File: src/rtl/flash_range_guard.sv
module flash_range_guard #(
  parameter int NUM_RANGES = 4,
  parameter int ADDR_W     = 24,
  parameter int IDX_W      = 8,
  parameter int SM_SH      = 12,
  parameter int LG_SH      = 16,
  parameter int SEL_W      = $clog2(NUM_RANGES + 2)
) (
  input  logic              clk,
  input  logic              rst_n,
  input  logic              cfg_we,
  input  logic [SEL_W-1:0]  cfg_sel,
  input  logic [31:0]       cfg_wdata,
  input  logic              req_valid,
  input  logic [7:0]        req_opcode,
  input  logic [ADDR_W-1:0] req_addr,
  output logic              req_block,
  output logic              violation
);
  localparam int OP_W    = 8;
  localparam int BASE_W  = ADDR_W - LG_SH;
  localparam int ENT_W   = BASE_W + IDX_W + 3;
  localparam int EXT_W   = ADDR_W + 1;
  localparam int CMD_SEL = NUM_RANGES;
  localparam int STS_SEL = NUM_RANGES + 1;

  logic [NUM_RANGES-1:0][ENT_W-1:0] rng_q;
  logic [4*OP_W-1:0]                cmd_q;
  logic                             cmd_lock;
  logic [NUM_RANGES-1:0]            wp_hit, rp_hit;
  logic [ENT_W-1:0]                 ent_wr;

  assign ent_wr = {cfg_wdata[16 +: BASE_W], cfg_wdata[IDX_W+2:0]};

  always_ff @(posedge clk) begin
    if (!rst_n) begin
      rng_q    <= '0;
      cmd_q    <= '0;
      cmd_lock <= 1'b0;
    end else if (cfg_we) begin
      for (int i = 0; i < NUM_RANGES; i++)
        if (cfg_sel == SEL_W'(i) && rng_q[i] == '0)
          rng_q[i] <= ent_wr;
      if (cfg_sel == SEL_W'(CMD_SEL) && !cmd_lock) begin
        cmd_q    <= cfg_wdata;
        cmd_lock <= 1'b1;
      end
    end
  end

  for (genvar g = 0; g < NUM_RANGES; g++) begin : g_win
    logic [IDX_W-1:0]  idx;
    logic              unit_lg, wp, rp;
    logic [BASE_W-1:0] base;
    logic [EXT_W-1:0]  lo, hi, a;
    logic              hit;

    assign idx     = rng_q[g][IDX_W-1:0];
    assign unit_lg = rng_q[g][IDX_W];
    assign wp      = rng_q[g][IDX_W+1];
    assign rp      = rng_q[g][IDX_W+2];
    assign base    = rng_q[g][ENT_W-1 -: BASE_W];
    assign a       = {1'b0, req_addr};
    assign lo      = (EXT_W'(base) << LG_SH)
                   + (unit_lg ? (EXT_W'(idx) << LG_SH) : (EXT_W'(idx) << SM_SH));
    assign hi      = lo + (unit_lg ? (EXT_W'(1) << LG_SH) : (EXT_W'(1) << SM_SH));
    assign hit     = (a >= lo) && (a < hi);
    assign wp_hit[g] = hit && wp;
    assign rp_hit[g] = hit && rp;
  end

  logic op_nz, w_op, r_op;
  assign op_nz = req_opcode != '0;
  assign w_op  = op_nz && (req_opcode == cmd_q[31:24] ||
                           req_opcode == cmd_q[23:16] ||
                           req_opcode == cmd_q[15:8]);
  assign r_op  = op_nz && (req_opcode == cmd_q[7:0]);

  assign req_block = req_valid && (((|wp_hit) && w_op) || ((|rp_hit) && r_op));

  always_ff @(posedge clk) begin
    if (!rst_n)
      violation <= 1'b0;
    else if (req_block)
      violation <= 1'b1;
    else if (cfg_we && cfg_sel == SEL_W'(STS_SEL) && cfg_wdata[0])
      violation <= 1'b0;
  end
endmodule

File: config.mk
export PLATFORM = sky130hd
export DESIGN_NAME = flash_range_guard
export DESIGN_NICKNAME = d
export VERILOG_FILES = /design/src/rtl/flash_range_guard.sv
export SDC_FILE = /design/constraint.sdc
export NUM_CORES = 1
export LEC_CHECK = 0
export BUFFER_PORTS_ARGS = -buffer_cell sky130_fd_sc_hd__buf_2
export CORE_UTILIZATION = 45
export DETAILED_ROUTE_END_ITERATION = 16
export GPL_ROUTABILITY_DRIVEN = 1
export PLACE_DENSITY = 0.73
export REMOVE_ABC_BUFFERS = 1
export SETUP_SLACK_MARGIN = 0.5
export SYNTH_ARGS = -nofsm -noshare
export SYNTH_HDL_FRONTEND = slang
export SYNTH_SLANG_ARGS = --single-unit
File: constraint.sdc
create_clock -name clk -period 10.6 [get_ports clk]
set_input_delay 0.53 -clock clk [delete_from_list [all_inputs] [get_ports clk]]
set_output_delay 0.53 -clock clk [all_outputs]
set_load 0.01 [all_outputs]
**Yosys cells after proc, flatten, opt, wreduce, memory -nomap -nowiden**

Index checks and enable logic that the tools add are counted.

- Mux-type cells: 10
- Reductions and logical operators: 42
- $lt $le $gt $ge: 8
- Add/subtract/negate cells: 8
- Equality and inequality tests: 9

Operators with widths:

| kind | count |
|---|---|
| 24-bit by 24-bit adder with 25-bit output | 4 |
| 25-bit by 17-bit adder with 25-bit output | 4 |
| 24-bit by 25-bit greater-or-equal comparator with 1-bit output | 4 |
| 24-bit by 25-bit less-than comparator with 1-bit output | 4 |
| 24-bit two-way mux | 4 |
| 19-bit zero test | 4 |
| 17-bit two-way mux | 4 |
| 8-bit == test | 4 |
| 1-bit logical AND | 24 |
| 2-bit AND reduction | 5 |
| 8-bit nonzero test | 1 |
| 4-bit OR reduction | 2 |
| 3-bit by 2-bit == test with 1-bit output, second input constant | 2 |
| 3-bit == test, second input constant | 2 |
| 3-bit by 1-bit == test with 1-bit output, second input constant | 1 |
| 3-bit zero test | 1 |
| 1-bit logical OR | 3 |
| 1-bit two-way mux | 2 |
| 2-bit nonzero test | 1 |
| 1-bit zero test | 1 |

- Register bits: 110
- Output and inout bits: 2
- Word-level logic and storage cells: 84
- Input port bits: 71

**Longest topological paths before layout**

- Depth in word-level cells: 11
- Gate-level depth with buffers: 20
- Gate-level depth less buffers: 19

**Least setup slack after synthesis**

Ideal clock, no wire load.

- Path kind: reg2out
- Start point: reg rng_q (netlist bit g_win[2].unit_lg)
- End point: out req_block
- Buffers on the path: 2
- Data required time: 10.070 ns
- Cell stages (with the launch flop): 21
- Arrival time: 4.790 ns
- Path slack: 5.280 ns
- Path through: dfxtp_1 -> clkbuf_1 -> clkbuf_1 -> mux2i_1 -> inv_1 -> ha_1 -> a211oi_1 -> nor2_1 -> or4b_1 -> or2_2 -> nor2_1 -> xor2_1 -> ha_1 -> nand4_1 -> a211o_1 -> o221ai_1 -> o211ai_1 -> a32oi_1 -> nor3b_1 -> o41ai_1 -> a21boi_1

- Word-level cells in the longest chain between the ends: 10
- Elaborated cells between the ends (all ways): 15
- Those cells by class: 2 x add/sub; 2 x order compare; 2 x mux; 9 x reduce/logical

RTL lines:

| item | RTL line | text |
|---|---|---|
| start, declared | 27 | `logic [NUM_RANGES-1:0][ENT_W-1:0] rng_q;` |
| start signal, assigned by index | 43 | `rng_q[i] <= ent_wr;` |
| 24-bit two-way mux | 65 | `+ (unit_lg ? (EXT_W'(idx) << LG_SH) : (EXT_W'(idx) << SM_SH));` |
| 24-bit by 24-bit adder with 25-bit output | 65 |  |
| 25-bit by 17-bit adder with 25-bit output | 66 | `assign hi = lo + (unit_lg ? (EXT_W'(1) << LG_SH) : (EXT_W'(1) << SM_SH));` |
| 24-bit by 25-bit less-than comparator with 1-bit output | 67 | `assign hit = (a >= lo) && (a < hi);` |
| 1-bit logical AND * | 67 |  |
| 1-bit logical AND (on tied branches) | 68, 69 |  |
| 4-bit OR reduction | 79 | `assign req_block = req_valid && (((\|wp_hit) && w_op) \|\| ((\|rp_hit) && r_op));` |
| 1-bit logical AND | 79 |  |
| 1-bit logical OR * | 79 |  |
| 1-bit logical AND * | 79 |  |
| end, declared | 17 | `output logic req_block,` |

Mark *: on every way between the ends. The rest lies on a longest branch, timed or not.

**Worst setup path in the final report**

Ends and elaborated chain as after synthesis.

==> impl_metrics.toml <==
[timing]
fmax_mhz = 161
fin_crit_sh_pct = 58.6
slew_headroom_pct = 16.6
hold_viol = 0
rsz0062_at_grt = "false"
holdWs_ns = 0.421
slew_viol_final = 0
worst_pin_slew_ns = 1.25
fin_crit_ns = 6.21
setup_tns_ns = 0
setup-violations-final = 0
skew_ns = 0.0115

[route]
vias = 8056
viasPerCell = 5.66
ant_nets = 0
drc = 0
wl_mm = 24.7
routedWlPerCell_um = 17.4
drtIter0Drc = 537
first_pass_iters = 5

[min_path]
holdPathStages = 3
hp-start = "cfg_wdata[28]"
whs_endpoint = "cmd_q[28]"
hp-class = "in -> reg"

[global_routing]
track_usage_pct = 24.4
grt_pass1_wl_mm = 39.1
grt_overflow_total = 0
first_global_vias = 7490
antenna_found_initial = 0
grt_start_max_net_pins = 113

[cts]
cts.path.max_buffers = 2
clkTransAtPathRegs_ns = 0.08
h-tree-depth = 3
cts_resized = 0
insertion_delay_ns = 0.35
cts_tree = "yes"
post_cts_buffers = 0
cts_made_buffers = 9
clkSinkCount = 110
cts_root_buffer = "clkbuf_16"
hold_buffers = 0

[die]
io_pins = 73
dieHeight_um = 144
dieArea_um2 = 20800
core_area_um2 = 19700
rows = 51
start_util_pct = 46.4
die_w_um = 144

[power]
p_int_mw = 0.662
cellPowerDensity_nw_per_um2 = 94.9
seq_power_share_pct = 46.0
p_sw_mw = 0.282
clock_power_share_pct = 35.6
switching_share_pct = 29.9
leakagePower_nw = 3.92
comb_power_share_pct = 18.4
ir_worst_vdd_mv = 0.0736

[cells_and_area]
syn_to_final_growth_pct = 9.27
fillers = 1910
drive_above_1_share_pct = 10.5
final_nets = 1360
finalNonFillerCells = 1423
antenna_cells = 0

[place]
gp_congestion = 0.952
place.detailed.hpwl_mm = 19.3
port-buffer-count = 72
dp_cells = 1407

[synthesis]
ys_ff_latch = 110
yosysTopAreaCell = "dfxtp_1"
synthMostInstantiatedCell = "ha_1"
yosysSeqAreaShare_pct = 24.2
ys_types = 70
synth_edf_count = 0
synth_area_leaders = "dfxtp_1, ha_1, a21oi_1"
yosys_warnings = 0
syn_inst = 1111
synth_commonest_cells = "ha_1, a21oi_1, dfxtp_1"
syn_area_um2 = 9110
synth-async-reset-ratio_pct = 0
synth.avg_cell_area_um2 = 8.20
synth_top_area_share_pct = 24.2
ys.flop_type = "dfxtp_1"

[critical_path]
r2r_end = "violation"
reg2reg_slack_ns = 5.34
critPathCaptureType = "output port"
critical_path_arrival_ns = 5.68
cp-start-kind = "flop"
r2r-start = "g_win[2].unit_lg"
rr_worst_depth = 18
worstPathMaxFanout = 17
required_ns = 10.07
path_class = "reg -> out"

[flow_run]
drv_cap = 0

[status]
status = "complete, no violations"
[power by group through the flow]
stage | sequential (mW) | clock [mW] | combinational, mW
after floorplan | 0.440 | 0 | 0.105
after global placement | 0.444 | 0 | 0.168
after detailed placement | 0.444 | 0 | 0.171
after CTS | 0.434 | 0.339 | 0.173
after global routing | 0.436 | 0.355 | 0.196
final | 0.435 | 0.336 | 0.174
[per-stage QoR]
stage | total power, mW | area [um^2] | worst slack [ns] | utilization [%]
floorplan | 0.545 | 8930 | 5.52 | -
global placement | 0.612 | 9650 | 4.92 | 49.1
detailed placement | 0.616 | 9650 | 4.78 | 49.1
CTS | 0.946 | 9950 | 4.39 | 50.6
global route | 0.987 | 9950 | 3.97 | 50.6
finish | 0.945 | 9950 | 4.39 | 50.6
[worst max-delay path, cell delays in order, from the launching register on]
cell	delay (ns)
dfxtp_1	0.66
mux2i_1	0.34
inv_1	0.08
ha_1	0.27
a211oi_1	0.44
nor2_1	0.15
or4b_1	0.58
or2_2	0.31
nor2_1	0.14
xor2_1	0.09
ha_1	0.32
nand4_1	0.12
a211o_1	0.28
o221ai_1	0.18
o211ai_1	0.11
a32oi_1	0.29
nor3b_1	0.10
o41ai_1	0.51
a21boi_1	0.19
buf_2	0.18
[cell families (layout without fill, tap and decap cells)]
family / Yosys count / in the layout / synth area share [%]
mux: 16 / 16 / 1.94
flops: 110 / 110 / 24.2
compound gates: 271 / 271 / 19.2
xor+xnor: 86 / 86 / 8.27
simple gates: 385 / 385 / 23.0
buf+inv: 107 / 154 / 4.50
fa+ha+maj: 136 / 136 / 19.0
[worst max-delay path by stage]
stage                           startpoint        end  slack (ns)  cells past startpoint
final                     g_win[2].unit_lg  req_block        4.39                     19
after global routing      g_win[2].unit_lg  req_block        3.97                     19
after CTS                 g_win[2].unit_lg  req_block        4.39                     19
after detailed placement  g_win[2].unit_lg  req_block        4.78                     19
after global placement    g_win[2].unit_lg  req_block        4.92                     19
after floorplan           g_win[2].unit_lg  req_block        5.52                     18
[cell type report]
| type | count | area [um^2] | area share, % |
|---|---|---|---|
| clock buffer | 9 | 225 | 2.26 |
| clock inverter | 7 | 75.1 | 0.754 |
| inverter | 62 | 233 | 2.34 |
| multi-input combinational | 894 | 6500 | 65.3 |
| sequential | 110 | 2200 | 22.1 |
| tap | 265 | 332 | 3.33 |
| timing repair buffer | 76 | 390 | 3.92 |
[placed cells by master (no fill, tap or decap), types with 4 or more instances in the layout]
cell	instances
a21o_1	8
nor2b_1	88
nor3b_1	4
inv_1	62
a31oi_1	5
clkbuf_16	9
buf_2	72
o211ai_1	7
or2_2	4
o21ai_0	30
and2_1	17
a211oi_1	10
a211o_1	4
nor4_1	37
xnor2_1	44
nand4_1	14
a21boi_0	33
o21a_1	9
buf_4	4
a41oi_1	4
ha_1	132
mux2_2	13
a21oi_1	116
and3_1	6
nor3_1	18
o31a_1	5
dfxtp_1	110
o41ai_1	5
xor2_1	42
nor2_1	41
o2111ai_1	5
nand3_1	23
or4_1	4
nand2_1	93
fa_1	4
nand2b_1	16
[state kept, by name, indices dropped and copies added, names as in the netlist]
register / flops
cmd_q: 32
violation: 1
g_win.wp: 4
g_win.rp: 4
g_win.idx: 32
cmd_lock: 1
g_win.base: 32
g_win.unit_lg: 4
[metal layers]
metal | up-vias | part of all wire [%] | track usage [%]
li1 | 4066 | - | -
met5 | - | 0 | 0
met3 | 19 | 6.4 | 3.31
met2 | 232 | 44 | 39.7
met4 | 0 | 1.2 | 4.54
met1 | 3739 | 49 | 34.3
Note: power is estimated with default switching activity, not from simulation.
